File: src/rtl/cfgx_pkg.sv
// Shared types for the configuration port translator.
package cfgx_pkg;
    typedef enum logic [1:0] {
        K_IO   = 2'd0,
        K_CFG0 = 2'd1,
        K_CFG1 = 2'd2
    } pci_kind_e;

    typedef enum logic [1:0] {
        D_NONE = 2'd0,
        D_PCI  = 2'd1,
        D_LOC  = 2'd2,
        D_RD   = 2'd3
    } dest_e;
endpackage

File: src/rtl/cfgx_addr_reg.sv
// Configuration address register.
// Holds enable, bus, device, function and register fields. Reserved bits
// are never stored. Assumes wr_en is only raised for full-dword writes.
module cfgx_addr_reg (
    input  logic        clk,
    input  logic        rst_n,
    input  logic        wr_en,
    input  logic [31:0] wdata,
    output logic [31:0] areg
);
    logic [31:0] areg_q;

    // Store the new selector on a qualified write, keeping reserved bits clear.
    always_ff @(posedge clk) begin
        if (!rst_n)
            areg_q <= '0;
        else if (wr_en)
            areg_q <= {wdata[31], 7'b0, wdata[23:2], 2'b00};
    end

    assign areg = areg_q;

    AST_ADDR_HOLD: assert property (@(posedge clk) disable iff (!rst_n)
        !wr_en |=> $stable(areg_q));
endmodule

File: src/rtl/cfgx_idsel.sv
// One-hot IDSEL decoder for type 0 cycles.
// Device N in 1..MAX_DEV drives line IDSEL_LSB+N. Device 0 and devices
// above MAX_DEV drive nothing. Assumes IDSEL_LSB+MAX_DEV <= 31.
module cfgx_idsel #(
    parameter int IDSEL_LSB = 11,
    parameter int MAX_DEV   = 20,
    parameter int DEV_W     = 5
) (
    input  logic [DEV_W-1:0]      dev,
    output logic [31-IDSEL_LSB:0] lines
);
    localparam int HI_W = 32 - IDSEL_LSB;

    // Each upper address line compares against its own device number.
    for (genvar b = 0; b < HI_W; b++) begin : g_line
        if (b >= 1 && b <= MAX_DEV) begin : g_sel
            assign lines[b] = (dev == DEV_W'(b));
        end else begin : g_off
            assign lines[b] = 1'b0;
        end
    end
endmodule

File: src/rtl/cfgx_route.sv
// Access router.
// Classifies one host I/O access against the address register and
// computes destination, cycle kind, PCI address and the no-IDSEL flag.
// Purely combinational.
module cfgx_route
    import cfgx_pkg::*;
#(
    parameter int          IO_W      = 16,
    parameter logic [15:0] ADDR_PORT = 16'h0CF8,
    parameter logic [15:0] DATA_PORT = 16'h0CFC,
    parameter int          MAX_DEV   = 20
) (
    input  logic            io_valid,
    input  logic            io_write,
    input  logic [IO_W-1:0] io_addr,
    input  logic [3:0]      io_be,
    input  logic [31:0]     areg,
    output dest_e           dest,
    output pci_kind_e       kind,
    output logic [31:0]     paddr,
    output logic            no_idsel,
    output logic            areg_wr
);
    localparam int IDSEL_LSB = 11;

    logic [31-IDSEL_LSB:0] lines;
    logic hit_addr, hit_data, cfg_en, bus_zero, is_local;

    cfgx_idsel #(.IDSEL_LSB(IDSEL_LSB), .MAX_DEV(MAX_DEV), .DEV_W(5)) u_idsel (
        .dev   (areg[15:11]),
        .lines (lines)
    );

    assign hit_addr = io_valid && (io_addr[IO_W-1:2] == ADDR_PORT[IO_W-1:2]) && (io_be == 4'hF);
    assign hit_data = io_valid && (io_addr[IO_W-1:2] == DATA_PORT[IO_W-1:2]);
    assign cfg_en   = areg[31];
    assign bus_zero = (areg[23:16] == 8'h00);
    assign is_local = bus_zero && (areg[15:8] == 8'h00);
    assign areg_wr  = hit_addr && io_write;

    // Pick destination, cycle kind and address-phase value for this access.
    always_comb begin
        dest     = D_NONE;
        kind     = K_IO;
        paddr    = 32'(io_addr);
        no_idsel = 1'b0;
        if (!io_valid) begin
            dest = D_NONE;
        end else if (hit_addr) begin
            dest = io_write ? D_NONE : D_RD;
        end else if (hit_data && cfg_en) begin
            if (!bus_zero) begin
                dest  = D_PCI;
                kind  = K_CFG1;
                paddr = {8'h00, areg[23:2], 2'b01};
            end else if (is_local) begin
                dest = D_LOC;
            end else begin
                dest     = D_PCI;
                kind     = K_CFG0;
                paddr    = {lines, areg[10:2], 2'b00};
                no_idsel = (lines == '0);
            end
        end else begin
            dest = D_PCI;
        end
    end
endmodule

File: src/rtl/cfg_port_xlate.sv
// Configuration address/data port translator (top).
// Decodes host I/O accesses, keeps the configuration address register and
// issues exactly one registered result per access (none for address
// register writes): a readback, a local config request or a PCI request.
// Synchronous active-low reset; one cycle from access to result.
module cfg_port_xlate
    import cfgx_pkg::*;
#(
    parameter int          IO_W      = 16,
    parameter logic [15:0] ADDR_PORT = 16'h0CF8,
    parameter logic [15:0] DATA_PORT = 16'h0CFC,
    parameter int          MAX_DEV   = 20
) (
    input  logic            clk,
    input  logic            rst_n,
    input  logic            io_valid,
    input  logic            io_write,
    input  logic [IO_W-1:0] io_addr,
    input  logic [3:0]      io_be,
    input  logic [31:0]     io_wdata,
    output logic            rd_valid,
    output logic [31:0]     rd_data,
    output logic            loc_valid,
    output logic            loc_write,
    output logic [7:0]      loc_offset,
    output logic [3:0]      loc_be,
    output logic [31:0]     loc_wdata,
    output logic            pci_valid,
    output logic [1:0]      pci_kind,
    output logic            pci_write,
    output logic [31:0]     pci_addr,
    output logic [3:0]      pci_be,
    output logic [31:0]     pci_wdata,
    output logic            pci_no_idsel
);
    logic [31:0] areg;
    logic        areg_wr;
    dest_e       dest;
    pci_kind_e   kind;
    logic [31:0] paddr;
    logic        no_idsel;

    cfgx_addr_reg u_areg (
        .clk   (clk),
        .rst_n (rst_n),
        .wr_en (areg_wr),
        .wdata (io_wdata),
        .areg  (areg)
    );

    cfgx_route #(
        .IO_W(IO_W), .ADDR_PORT(ADDR_PORT), .DATA_PORT(DATA_PORT), .MAX_DEV(MAX_DEV)
    ) u_route (
        .io_valid (io_valid),
        .io_write (io_write),
        .io_addr  (io_addr),
        .io_be    (io_be),
        .areg     (areg),
        .dest     (dest),
        .kind     (kind),
        .paddr    (paddr),
        .no_idsel (no_idsel),
        .areg_wr  (areg_wr)
    );

    // Register the result of the current access toward its destination.
    always_ff @(posedge clk) begin
        if (!rst_n) begin
            rd_valid     <= 1'b0;
            rd_data      <= '0;
            loc_valid    <= 1'b0;
            loc_write    <= 1'b0;
            loc_offset   <= '0;
            loc_be       <= '0;
            loc_wdata    <= '0;
            pci_valid    <= 1'b0;
            pci_kind     <= K_IO;
            pci_write    <= 1'b0;
            pci_addr     <= '0;
            pci_be       <= '0;
            pci_wdata    <= '0;
            pci_no_idsel <= 1'b0;
        end else begin
            rd_valid     <= (dest == D_RD);
            rd_data      <= areg;
            loc_valid    <= (dest == D_LOC);
            loc_write    <= io_write;
            loc_offset   <= {areg[7:2], 2'b00};
            loc_be       <= io_be;
            loc_wdata    <= io_wdata;
            pci_valid    <= (dest == D_PCI);
            pci_kind     <= kind;
            pci_write    <= io_write;
            pci_addr     <= paddr;
            pci_be       <= io_be;
            pci_wdata    <= io_wdata;
            pci_no_idsel <= no_idsel;
        end
    end

    AST_ONE_DEST: assert property (@(posedge clk) disable iff (!rst_n)
        $onehot0({rd_valid, loc_valid, pci_valid}));
    AST_RESULT_NEEDS_ACCESS: assert property (@(posedge clk) disable iff (!rst_n)
        (rd_valid || loc_valid || pci_valid) |-> $past(io_valid));
    AST_T0_ONEHOT: assert property (@(posedge clk) disable iff (!rst_n)
        (pci_valid && pci_kind == K_CFG0) |-> ($onehot0(pci_addr[31:11]) && pci_addr[1:0] == 2'b00));
    AST_NOID_EMPTY: assert property (@(posedge clk) disable iff (!rst_n)
        (pci_valid && pci_no_idsel) |-> (pci_kind == K_CFG0 && pci_addr[31:11] == '0));
    AST_T1_FORMAT: assert property (@(posedge clk) disable iff (!rst_n)
        (pci_valid && pci_kind == K_CFG1) |-> (pci_addr[1:0] == 2'b01 && pci_addr[31:24] == 8'h00 && !pci_no_idsel));
endmodule

File: config.mk
export PLATFORM = sky130hd
export DESIGN_NAME = cfg_port_xlate
export DESIGN_NICKNAME = d
export VERILOG_FILES = /design/src/rtl/cfgx_pkg.sv /design/src/rtl/cfgx_addr_reg.sv /design/src/rtl/cfgx_idsel.sv /design/src/rtl/cfgx_route.sv /design/src/rtl/cfg_port_xlate.sv
export SDC_FILE = /design/constraint.sdc
export NUM_CORES = 1
export LEC_CHECK = 0
export CAP_MARGIN = 20
export CORE_UTILIZATION = 30
export DETAILED_ROUTE_END_ITERATION = 8
export PLACE_DENSITY = 0.6
export SYNTH_ARGS = -nofsm -noshare
export SYNTH_HDL_FRONTEND = slang
export SYNTH_SLANG_ARGS = --single-unit
File: constraint.sdc
create_clock -name clk -period 2.65 [get_ports clk]
set_clock_uncertainty 0.15 [all_clocks]
set_input_delay 0.53 -clock clk [delete_from_list [all_inputs] [get_ports clk]]
set_output_delay 0.53 -clock clk [all_outputs]
set_load 0.01 [all_outputs]
## Word-level counts from Yosys, hierarchy flattened

Index checks and enable logic that the tools add are counted.

- Memory bits (writable): 0
- Latch bits: 0
- Memory bits (read-only): 0
- Memories kept: 0
- Flip-flop bits (word level): 129
- Input port bits: 56
- Word-level logic and storage cells: 71

- Shift operators: 0
- $add $sub $neg: 0
- Reductions and logical operators: 12
- Equality and inequality tests: 26
- Multiplexer cells: 13
- Bitwise operators: 4
- Multiply operators: 0
- Magnitude comparators: 0
- Div/mod/pow operators: 0

Operators with widths:

| operator | count |
|---|---|
| 16-bit 2-to-1 mux | 3 |
| 24-bit 2-to-1 mux | 2 |
| 5-bit by 4-bit equality test with 1-bit output (second input constant) | 8 |
| 14-bit by 10-bit equality test with 1-bit output (second input constant) | 2 |
| 5-bit equality test (second input constant) | 5 |
| 21-bit logical NOT | 1 |
| 5-bit by 3-bit equality test with 1-bit output (second input constant) | 4 |
| 8-bit logical NOT | 2 |
| 2-bit 2-to-1 mux | 7 |
| 5-bit by 2-bit equality test with 1-bit output (second input constant) | 2 |
| 1-bit logical AND | 6 |
| 6-bit OR reduction | 1 |
| 5-bit by 1-bit equality test with 1-bit output (second input constant) | 1 |
| 5-bit OR reduction | 1 |
| 2-bit equality test (second input constant) | 2 |
| 4-bit equality test (second input constant) | 1 |
| 1-bit NOT | 4 |
| 4-bit OR reduction | 1 |
| 2-bit by 1-bit equality test with 1-bit output (second input constant) | 1 |
| 1-bit 2-to-1 mux | 1 |

## Depth between registers and ports, before layout

- Word-level depth: 8
- Gate-level depth with buffers: 7
- Mapped depth without buffers: 5

## Cells and area by module

A second synthesis with hierarchy kept.

- Cell total of the unflattened synthesis: 483
- Area, all modules: 5031.1 um^2

By module, submodules not included:

| module | times used | area an instance (um^2) | cells an instance |
|---|---|---|---|
| cfg_port_xlate | 1 | 3238.1 | 271 |
| cfgx_addr_reg | 1 | 964.7 | 84 |
| cfgx_route | 1 | 636.9 | 93 |
| cfgx_idsel | 1 | 191.4 | 35 |

## Least setup slack after synthesis

OpenSTA, ideal clock, no wires.

- Kind: in2reg
- Start point: in io_addr[13]
- End point: reg pci_addr[27]
- Stages: 6
- Required time: 2.427 ns
- Buffers on the path: 1
- Slack: 0.641 ns
- Arrival time: 1.786 ns
- Path through: nand4bb_4 nor4_4 and4_1 buf_6 nand3_4 nor3_2

- Longest elaborated chain between the ends: 5

Ends and longest elaborated chain:

| element | line | RTL |
|---|---|---|
| from (decl) | cfg_port_xlate.sv:18 | `input logic [IO_W-1:0] io_addr,` |
| 14-bit by 10-bit equality test with 1-bit output | cfgx_route.sv:35 | `assign hit_data = io_valid && (io_addr[IO_W-1:2] == DATA_PORT[IO_W-1:2]);` |
| 1-bit logical AND | cfgx_route.sv:35 |  |
| 1-bit logical AND | cfgx_route.sv:51 | `end else if (hit_data && cfg_en) begin` |
| 1-bit NOT (no line) | n/a |  |
| 6-bit OR reduction (no line) * | n/a |  |
| to (signal assigned) | cfg_port_xlate.sv:94 | `pci_addr <= paddr;` |
| to (decl) | cfg_port_xlate.sv:31 | `output logic [31:0] pci_addr,` |

Every way passes the cells marked *; elsewhere a longest branch is shown, timed or not.
A chain may end at the register's enable or synchronous reset.

## Final worst setup path

- Start point: in io_addr[13]
- End point: reg pci_addr[31]

The elaborated chain is that of the path after synthesis.

==> flow_summary.json <==
{
  "yosysTopAreaCell": "dfxtp_1",
  "p_leak_nw": 2.670,
  "routed_wl_um": 11080,
  "clock.fmax_mhz": 450.6,
  "p_total_w": 0.004580,
  "worst-slew-pin-transition_ns": 0.5531,
  "synthArstFlopShare_pct": 0,
  "drv_slew": 0,
  "core_um2": 13880,
  "clk_latency_ns": 0.41,
  "hpwlAfterDp_um": 8129,
  "fp.dieW_um": 121.4,
  "grtUsageTotal_pct": 15.36,
  "synth.top_cell.area_share_pct": 56.62,
  "fin_crit_ns": 2.219,
  "finalSetupTns_ns": 0,
  "numCtsBuffers": 17,
  "h-tree-depth": 4,
  "io_pins": 208,
  "antennaDiodeCount": 0,
  "hold_buffers": 0,
  "cts_num_sinks": 121,
  "portBuffers": 196,
  "synthFlopType": "dfxtp_1",
  "worstSetupStartpointType": "input port",
  "finalSetupViolCount": 0,
  "viasPerCell": 4.327,
  "ant_nets": 0,
  "grt_pass1_wl_um": 16380,
  "critical_path.max_fanout": 5,
  "cp_top_family": "simple AND/OR/NAND/NOR gates",
  "wl_per_cell_um": 14.90,
  "synth_seq_cells": 121,
  "wl_met2_um": 5067,
  "synth-seq-area-share_pct": 56.62,
  "dr.pass1.iters": 4,
  "path_cells": "clkdlybuf4s50_1 > nand4bb_4 > nor4_4 > and4_1 > nand2_1 > nor4_2",
  "wl_met3_um": 963,
  "max_cap_viol_count": 0,
  "grt_remaining_overflow": 0,
  "fp.dieH_um": 121.4,
  "post_cts_resized": 0,
  "syn_to_final_growth_pct": 57.15,
  "row_count": 43,
  "status": "completed",
  "synth_edf_count": 0,
  "postCtsSetupRepairBufs": 0,
  "path_clk_slew_ns": 0.05,
  "hold_violations": 0,
  "synthCells": 386,
  "syn_area_um2": 4278,
  "max_stage_delay_ns": 0.47,
  "grt_max_degree": 32,
  "syn_area_per_cell_um2": 11.08,
  "antenna_found_initial": 0,
  "slew_headroom_pct": 63.12,
  "die-area_um2": 14740,
  "yosysMostFrequentCell": "dfxtp_1",
  "rsz0062_at_grt": "false",
  "gp_congestion": 0.7798,
  "cts_tree": "built",
  "worst_hold_slack_ns": 0.3421,
  "hp-class": "flip-flop to flip-flop",
  "start_util_pct": 30.82,
  "finalCritPeriodShare_pct": 83.75,
  "met1Wirelength_um": 4789,
  "drive_gt1_share_pct": 14.54,
  "yosysWarnings": 0,
  "vias": 3219,
  "nets": 609,
  "drc_errors": 0,
  "timing.critical_path.buf_inv": 1,
  "vdd_drop_max_uv": 369.7,
  "top_layer_used": "met4",
  "crit_type": "input port to flip-flop",
  "synthTopCellsByArea": "dfxtp_1 (57%), buf_4 (9.8%), and2_1 (9.1%)",
  "grt_pass1_vias": 3118,
  "crit_arrival_ns": 2.39,
  "power_density_nw_per_um2": 681.2,
  "clockRootBuffer": "clkbuf_16",
  "synthTopCellsByCount": "dfxtp_1 (121), and2_1 (62), buf_4 (56)",
  "regToRegSetupSlack_ns": 0.46,
  "crit_path_end_kind": "flip-flop",
  "crit_required_ns": 2.82,
  "clockBufferDepth": 2,
  "drt-initial-drc-count": 117,
  "yosys.cell_types.count": 37,
  "critPathSlowestCell": "clkdlybuf4s50_1"
}
[stage by stage]
stage	area, µm²	utilization [%]	setup WS (ns)	std cells
finish	6723	48.43	0.4306	744
global route	6723	48.43	0.1904	744
CTS	6723	48.43	0.4427	744
detailed placement	6111	44.02	0.04734	714
global placement	6111	44.02	0.05792	714
floorplan	4315	-	0.6408	396
[final timing paths]
kind,start,to,cells after the start
worst min register to register,u_areg.areg[2],loc_offset[2],1
worst max-delay path,io_addr[13],pci_addr[31],6
worst max register to register,u_areg.areg[16],pci_addr[15],5
worst min-delay path,u_areg.areg[2],loc_offset[2],1
[per-layer routing]
layer | up-vias | GRT usage [%]
li1 | 1552 | -
met1 | 1500 | 17.02
met2 | 147 | 24.64
met3 | 20 | 7.190
met4 | 0 | 7.407
met5 | - | 0
[cells by family after synthesis]
logic type | Yosys count | synth area share (%)
buffers and inverters | 73 | 11.58
muxes | 23 | 6.054
other | 1 | 0.08766
AOI/OAI and AO/OA | 32 | 5.002
DFF | 121 | 56.62
and+or+nand+nor | 136 | 20.65
[placed cells by master (no fill, tap or decap), types with 4 or more instances in the layout]
| cell | instances |
|---|---|
| clkdlybuf4s50_1 | 195 |
| nor2_1 | 20 |
| o211a_1 | 7 |
| nand2_1 | 11 |
| nor3_1 | 5 |
| mux2_2 | 23 |
| clkinv_2 | 4 |
| a21oi_1 | 15 |
| buf_4 | 14 |
| and2_1 | 62 |
| conb_1 | 11 |
| clkbuf_8 | 5 |
| nor3_2 | 5 |
| clkbuf_16 | 17 |
| nand4_1 | 8 |
| dfxtp_1 | 121 |
| o21ai_0 | 4 |
[cell type report]
type	count	area [µm²]
tap	180	225.2
timing repair buffer	210	2062
inverter	1	3.754
fill	1272	7158
sequential	121	2422
clock buffer	22	494.2
multi-input combinational	202	1398
clock inverter	8	117.6
[power breakdown]
group | switching, W | leakage [nW] | total [W] | internal, W
clock | 0.000768 | 0.304 | 0.00235 | 0.00158
sequential | 0.0000186 | 0.989 | 0.00188 | 0.00187
combinational | 0.000126 | 1.38 | 0.000344 | 0.000218
total | 0.000912 | 2.67 | 0.00458 | 0.00367
[registers in the layout (all words and copies together), names as in the netlist]
signal,count
pci_addr,32
pci_wdata,32
u_areg.areg,23
rd_data,18
loc_offset,5
pci_be,4
pci_kind,2
loc_valid,1
pci_no_idsel,1
pci_valid,1
pci_write,1
rd_valid,1
No activity file was read; power rests on OpenSTA's default activity.
